[src/rtl/rrf_pkg.sv]
package rrf_pkg;

   // index width that stays at least one bit for tiny counts
   function automatic int idx_w(input int n);
      return (n < 2) ? 1 : $clog2(n);
   endfunction

   function automatic bit is_pow2(input int n);
      return (n > 0) && ((n & (n - 1)) == 0);
   endfunction

endpackage

[src/rtl/rrf_base_ctrl.sv]
module rrf_base_ctrl #(
   parameter int NUM_ROT = 16,
   localparam int ROT_W = rrf_pkg::idx_w(NUM_ROT)
) (
   input  logic             clk,
   input  logic             rst_n,
   input  logic             step_i,
   input  logic             load_i,
   input  logic [ROT_W-1:0] load_val_i,
   output logic [ROT_W-1:0] base_o
);

   localparam logic [ROT_W-1:0] TOP = ROT_W'(NUM_ROT - 1);

   logic [ROT_W-1:0] base_q;
   logic [ROT_W-1:0] base_d;
   logic [ROT_W-1:0] base_dec;

   assign base_dec = (base_q == '0) ? TOP : base_q - 1'b1;

   always_comb begin
      base_d = base_q;
      if (load_i)
         base_d = load_val_i;
      else if (step_i)
         base_d = base_dec;
   end

   always_ff @(posedge clk) begin
      if (!rst_n)
         base_q <= '0;
      else
         base_q <= base_d;
   end

   assign base_o = base_q;

   AST_STEP_DEC: assert property (@(posedge clk) disable iff (!rst_n)
      (step_i && !load_i) |=> (base_q == (($past(base_q) == '0) ? TOP : $past(base_q) - 1'b1)));
   AST_BASE_HOLD: assert property (@(posedge clk) disable iff (!rst_n)
      (!step_i && !load_i) |=> $stable(base_q));
   AST_LOAD_WINS: assert property (@(posedge clk) disable iff (!rst_n)
      load_i |=> (base_q == $past(load_val_i)));
   AST_LOAD_RANGE: assert property (@(posedge clk) disable iff (!rst_n)
      load_i |-> (load_val_i <= TOP));
   AST_BASE_RANGE: assert property (@(posedge clk) disable iff (!rst_n)
      base_q <= TOP);

endmodule

[src/rtl/rrf_remap.sv]
module rrf_remap #(
   parameter int NUM_STATIC = 8,
   parameter int NUM_ROT    = 16,
   localparam int TOTAL  = NUM_STATIC + NUM_ROT,
   localparam int SPEC_W = rrf_pkg::idx_w(TOTAL),
   localparam int ROT_W  = rrf_pkg::idx_w(NUM_ROT)
) (
   input  logic [SPEC_W-1:0] spec_i,
   input  logic [ROT_W-1:0]  base_i,
   output logic [SPEC_W-1:0] phys_o
);

   logic [ROT_W-1:0] off;
   logic [ROT_W:0]   sum;
   logic [ROT_W-1:0] wrapped;
   logic             is_rot;

   generate
      if (NUM_STATIC == 0) begin : g_all_rot
         assign is_rot = 1'b1;
         assign off    = ROT_W'(spec_i);
      end else begin : g_split
         assign is_rot = (spec_i >= SPEC_W'(NUM_STATIC));
         assign off    = ROT_W'(spec_i - SPEC_W'(NUM_STATIC));
      end
   endgenerate

   assign sum = {1'b0, off} + {1'b0, base_i};

   generate
      if (rrf_pkg::is_pow2(NUM_ROT)) begin : g_mask_wrap
         assign wrapped = sum[ROT_W-1:0];
      end else begin : g_sub_wrap
         assign wrapped = (sum >= (ROT_W+1)'(NUM_ROT)) ?
                          ROT_W'(sum - (ROT_W+1)'(NUM_ROT)) : sum[ROT_W-1:0];
      end
   endgenerate

   assign phys_o = is_rot ? (SPEC_W'(NUM_STATIC) + SPEC_W'(wrapped)) : spec_i;

endmodule

[src/rtl/rrf_storage.sv]
module rrf_storage #(
   parameter int DATA_W  = 32,
   parameter int ENTRIES = 24,
   parameter int NUM_RD  = 2,
   parameter bit BYPASS  = 1'b1,
   localparam int IDX_W  = rrf_pkg::idx_w(ENTRIES)
) (
   input  logic                          clk,
   input  logic                          rst_n,
   input  logic                          wr_en_i,
   input  logic [IDX_W-1:0]              wr_idx_i,
   input  logic [DATA_W-1:0]             wr_data_i,
   input  logic [NUM_RD-1:0][IDX_W-1:0]  rd_idx_i,
   output logic [NUM_RD-1:0][DATA_W-1:0] rd_data_o
);

   logic [DATA_W-1:0] mem [ENTRIES];
   logic              wr_ok;

   assign wr_ok = wr_en_i && (wr_idx_i < IDX_W'(ENTRIES));

   always_ff @(posedge clk) begin
      if (!rst_n) begin
         for (int i = 0; i < ENTRIES; i++)
            mem[i] <= '0;
      end else if (wr_ok) begin
         mem[wr_idx_i] <= wr_data_i;
      end
   end

   generate
      for (genvar p = 0; p < NUM_RD; p++) begin : g_rd
         logic [DATA_W-1:0] raw;
         assign raw = (rd_idx_i[p] < IDX_W'(ENTRIES)) ? mem[rd_idx_i[p]] : '0;
         if (BYPASS) begin : g_fwd
            assign rd_data_o[p] = (wr_ok && (wr_idx_i == rd_idx_i[p])) ? wr_data_i : raw;
         end else begin : g_plain
            assign rd_data_o[p] = raw;
         end
      end
   endgenerate

   AST_WRITE_LANDS: assert property (@(posedge clk) disable iff (!rst_n)
      wr_ok |=> (mem[$past(wr_idx_i)] == $past(wr_data_i)));
   AST_NO_STRAY_WRITE: assert property (@(posedge clk) disable iff (!rst_n)
      (!wr_en_i && $past(rst_n)) |=> (mem[$past(rd_idx_i[0])] == $past(rd_data_o[0])
                                      || $past(rd_idx_i[0]) >= IDX_W'(ENTRIES)));

endmodule

[src/rtl/rotreg_file.sv]
module rotreg_file #(
   parameter int DATA_W       = 32,
   parameter int NUM_STATIC   = 8,
   parameter int NUM_ROT      = 16,
   parameter bit WRITE_BYPASS = 1'b1,
   localparam int TOTAL  = NUM_STATIC + NUM_ROT,
   localparam int SPEC_W = rrf_pkg::idx_w(TOTAL),
   localparam int ROT_W  = rrf_pkg::idx_w(NUM_ROT)
) (
   input  logic              clk,
   input  logic              rst_n,
   input  logic [SPEC_W-1:0] rd0_spec,
   output logic [DATA_W-1:0] rd0_data,
   input  logic [SPEC_W-1:0] rd1_spec,
   output logic [DATA_W-1:0] rd1_data,
   input  logic              wr_en,
   input  logic [SPEC_W-1:0] wr_spec,
   input  logic [DATA_W-1:0] wr_data,
   input  logic              loop_step,
   input  logic              base_load,
   input  logic [ROT_W-1:0]  base_value,
   output logic [ROT_W-1:0]  base_out
);

   localparam int NPORT = 3;  // two reads, then the write

   generate
      if (NUM_ROT < 2) begin : g_bad_rot
         $error("rotreg_file: NUM_ROT must be at least 2");
      end
      if (NUM_STATIC < 0) begin : g_bad_static
         $error("rotreg_file: NUM_STATIC must not be negative");
      end
      if (DATA_W < 1) begin : g_bad_width
         $error("rotreg_file: DATA_W must be positive");
      end
   endgenerate

   logic [ROT_W-1:0]             base;
   logic [NPORT-1:0][SPEC_W-1:0] spec_all;
   logic [NPORT-1:0][SPEC_W-1:0] phys_all;
   logic [1:0][SPEC_W-1:0]       rd_phys;
   logic [1:0][DATA_W-1:0]       rd_data;

   assign spec_all[0] = rd0_spec;
   assign spec_all[1] = rd1_spec;
   assign spec_all[2] = wr_spec;

   rrf_base_ctrl #(.NUM_ROT(NUM_ROT)) u_base (
      .clk        (clk),
      .rst_n      (rst_n),
      .step_i     (loop_step),
      .load_i     (base_load),
      .load_val_i (base_value),
      .base_o     (base)
   );

   generate
      for (genvar p = 0; p < NPORT; p++) begin : g_map
         rrf_remap #(.NUM_STATIC(NUM_STATIC), .NUM_ROT(NUM_ROT)) u_map (
            .spec_i (spec_all[p]),
            .base_i (base),
            .phys_o (phys_all[p])
         );
      end
   endgenerate

   assign rd_phys[0] = phys_all[0];
   assign rd_phys[1] = phys_all[1];

   rrf_storage #(
      .DATA_W  (DATA_W),
      .ENTRIES (TOTAL),
      .NUM_RD  (2),
      .BYPASS  (WRITE_BYPASS)
   ) u_store (
      .clk       (clk),
      .rst_n     (rst_n),
      .wr_en_i   (wr_en),
      .wr_idx_i  (phys_all[2]),
      .wr_data_i (wr_data),
      .rd_idx_i  (rd_phys),
      .rd_data_o (rd_data)
   );

   assign rd0_data = rd_data[0];
   assign rd1_data = rd_data[1];
   assign base_out = base;

   AST_STATIC_FIXED: assert property (@(posedge clk) disable iff (!rst_n)
      (rd0_spec < SPEC_W'(TOTAL) && rd0_spec >= SPEC_W'(NUM_STATIC)) || (phys_all[0] == rd0_spec));
   AST_ROT_IN_REGION: assert property (@(posedge clk) disable iff (!rst_n)
      (wr_spec >= SPEC_W'(NUM_STATIC) && wr_spec < SPEC_W'(TOTAL)) |->
      (phys_all[2] >= SPEC_W'(NUM_STATIC) && phys_all[2] < SPEC_W'(TOTAL)));
   AST_HANDOFF: assert property (@(posedge clk) disable iff (!rst_n)
      (loop_step && !base_load && wr_spec >= SPEC_W'(NUM_STATIC) && wr_spec < SPEC_W'(TOTAL-1))
      |=> (phys_all[2] == $past(phys_all[2]) || wr_spec != $past(wr_spec) + 1'b1));
   AST_SAME_MAP: assert property (@(posedge clk) disable iff (!rst_n)
      (rd0_spec == rd1_spec) |-> (rd0_data == rd1_data));

endmodule

[config.mk]
export PLATFORM = sky130hd
export DESIGN_NAME = rotreg_file
export DESIGN_NICKNAME = d
export VERILOG_FILES = /design/src/rtl/rrf_pkg.sv /design/src/rtl/rrf_base_ctrl.sv /design/src/rtl/rrf_remap.sv /design/src/rtl/rrf_storage.sv /design/src/rtl/rotreg_file.sv
export SDC_FILE = /design/constraint.sdc
export NUM_CORES = 2
export LEC_CHECK = 0
export CORE_MARGIN = 2
export CORE_UTILIZATION = 52
export CTS_BUF_LIST = sky130_fd_sc_hd__clkbuf_16
export DETAILED_ROUTE_END_ITERATION = 16
export PLACE_DENSITY_LB_ADDON = 0.2
export RECOVER_POWER = 25
export SLEW_MARGIN = 20
export SYNTH_ARGS = -nofsm -noshare
export SYNTH_HDL_FRONTEND = slang
export SYNTH_SLANG_ARGS = --single-unit
[constraint.sdc]
create_clock -name clk -period 7.1 [get_ports clk]
set_input_delay 1.42 -clock clk [delete_from_list [all_inputs] [get_ports clk]]
set_output_delay 1.42 -clock clk [all_outputs]
set_load 0.005 [all_outputs]
==> metrics.txt <==
Crit Path Category=primary input to output pin; failing checks=capacitance limit, slew limit; vias in the first global route=37470; dpl hpwl=112500 µm; # H-tree levels=3; Synth-to-Final Area Change=15.61%; Post-Syn Area=0.04655 mm²; most frequent cells in the layout=840 x edfxtp_1, 645 x and2_1, 408 x nand2_1, 388 x nor2_1, 259 x o21ai_0; Syn Inst Count=4321; fill count=7017; met2 wire length=79670 µm; Ys Warns=0; Seq/Total Area, Yosys=54.36%; ratio of cells with drive above 1 in the final layout=12.79%; Data required, critical path=5.68 ns; Hold Path Stages=4; Syn Area/Cell=10.77 µm²; core area=0.08851 mm²; clk buf depth=3; die span in x=303.2 µm; Hold WC Path Type=register to register; Tcrit/Tclk final=98.31%; Final Non-Filler Cells=5700; RSZ-0062 raised after global routing=false; worst slew pin tran=3.644 ns; placed cells=5525; clk_skew=0.02293 ns; CTS Sinks=844; CTS tree=built; Worst Setup Slack post-DPL=-0.4602 ns; initial core utilization=52.59%; drt first pass iters=7; CTS clk-pin slew, worst paths=0.06 ns; share of flip-flops with an asynchronous set or reset after synthesis=0%; LEAKAGE=19.38 nW; peak supply drop=0.0001868 V; PortBufs=123; final worst-path setup slack=0.1200 ns; final wirelength=188200 µm; Worst setup SP type=primary input; Crit path largest cell delay=0.66 ns; largest net degree at the start of global routing=89; io pins=124; initial antenna violation count=10; fin nets=4527; status=complete, but fails checks; EDFF count, synth=840; CP delay by family, top=buffers and inverters; Routed Antenna Nets=0; DRC Markers=0; vias per cell=6.924; aggregate global routing overflow=0; Peak Freq=0.1433 GHz; DR WL/cell=33.03 µm; CP endpoint kind=output pin; GRT Util Overall=40.68%; M1 wire length=66070 µm; Final Hold Viols=0; Max Slew Vio Count=386; Max Used Layer=met5; relative slew slack=-145.5%; post-layout min period=6.980 ns; Yosys reg bits=844; Post-synth top flop=edfxtp_1; routed via count=39470; wire length of the first global-routing pass=265700 µm; Distinct cells, synth=72; final setup vio count=0; Fin Setup TNS=0 ns; Final GP Congestion=1.001; WL met3=28040 µm; CP Buf/Inv Count=5; CP max stage cell=fa_1; Worst Path Arrival=5.56 ns; Worst R2R Path Depth=7; site row count=109; PnR Total Power=0.01406 W; power per standard cell area=261.3 mW/mm²; Initial DRC Count=7216; maximum capacitance violations=21; CP Depth=14; worst-path cell chain=clkdlybuf4s50_1 -> ha_1 -> ha_1 -> inv_1 -> fa_1 -> o21ai_0 -> buf_4 -> o211ai_1 -> buf_4 -> a21oi_1 -> a2111o_1 -> a311oi_1 -> o21ai_1 -> clkdlybuf4s50_1; root buf cell=clkbuf_16; Die Height=303.2 µm; Clock Latency Late Sink=0.67 ns; full die area=0.09192 mm²; TritonCTS Buffers=90; commonest non-fill, non-tap cell in the layout=edfxtp_1; worst-path fanout max=10
-- cell type report --
class / instances / area (µm²) / area share, %
flip-flops and latches: 844 / 25300 / 47.02
multi-input cells: 3112 / 20390 / 37.90
repair buffers: 393 / 3739 / 6.947
clock buffers: 92 / 2302 / 4.278
well taps: 1165 / 1458 / 2.709
clock inverters: 74 / 549.3 / 1.021
inverters: 13 / 48.80 / 0.09068
diodes: 7 / 17.52 / 0.03255
-- worst register-to-register path, stage by stage, from the launching register on --
cell	delay (ns)
dfxtp_1	0.52
ha_1	0.30
ha_1	0.32
o21a_1	0.15
nor2_1	0.15
nand4_1	0.34
o21ai_0	2.82
buf_4	0.78
-- logic make-up (layout without fill, tap and decap cells) --
logic type / Yosys count / after routing / synth area share (%)
DFF: 844 / 844 / 54.36
and+or+nand+nor: 1882 / 1882 / 20.44
AOI/OAI and AO/OA: 855 / 855 / 12.08
buffers and inverters: 436 / 572 / 4.003
other: 1 / 79 / 0.008057
xor gates and xnor gates: 7 / 7 / 0.1962
adders and majority gates: 17 / 17 / 0.5054
muxes: 279 / 279 / 8.398
-- metrics by stage --
stage | utilization (%) | hold WS (ns) | cell area, µm²
finish | 60.80 | 0.8195 | 53810
global route | 60.78 | 0.8619 | 53800
CTS | 61.06 | 0.8252 | 54040
detailed placement | 57.56 | 0.8169 | 50940
global placement | 57.56 | 0.8144 | 50940
floorplan | - | 0.7179 | 46810
-- synth_stat cells (41+ instances only) --
cell type	n	share of area, %
nand2_1	409	3.3
mux2i_1	181	3.9
edfxtp_1	840	54
mux4_2	87	4.2
o22ai_1	44	0.59
a21oi_1	121	1.3
a31oi_1	72	0.97
buf_2	85	0.91
nor2_1	412	3.3
a41oi_1	67	1.3
a32oi_1	63	1.2
clkbuf_1	290	2.3
nand3_1	89	0.96
o21ai_0	273	2.9
nor3_1	124	1.3
a22oi_1	41	0.66
and2_1	723	9.7
-- final timing paths --
| check | startpoint | endpoint | slack [ns] |
|---|---|---|---|
| setup / recovery | rd1_spec[1] | rd1_data[22] | 0.12 |
| setup reg to reg | u_base.base_o[1] | u_store.mem[0][12] | 1.31 |
| hold reg to reg | u_base.base_o[1] | u_base.base_o[1] | 0.82 |
| hold / removal | u_base.base_o[1] | u_base.base_o[1] | 0.82 |
-- repair_timing --
action,4_1_cts,5_1_grt
buffers inserted,2,0
endpoints found under the setup margin,14,28
gates resized for setup,24,7
pin swaps,1,1
endpoints found under the hold margin,0,0
gates cloned,1,0
hold buffers,0,0
-- metal layers --
layer	up-vias	track usage, %
met3	820	11.68
met1	18990	53.01
met2	3561	59.10
li1	16090	-
met4	4	27.57
met5	-	0
-- registers in the layout, summed over array words and instances, names as in the netlist --
name and flops:
u_base.base_o 4, u_store.mem 840
-- report_power, final --
group,leakage [nW],internal (W),switching (W)
combinational,9.22,0.00127,0.00225
clock,1.49,0.00260,0.00208
sequential,8.67,0.00573,0.000132
total,19.4,0.00960,0.00446
(Power assumes the default switching activity.)
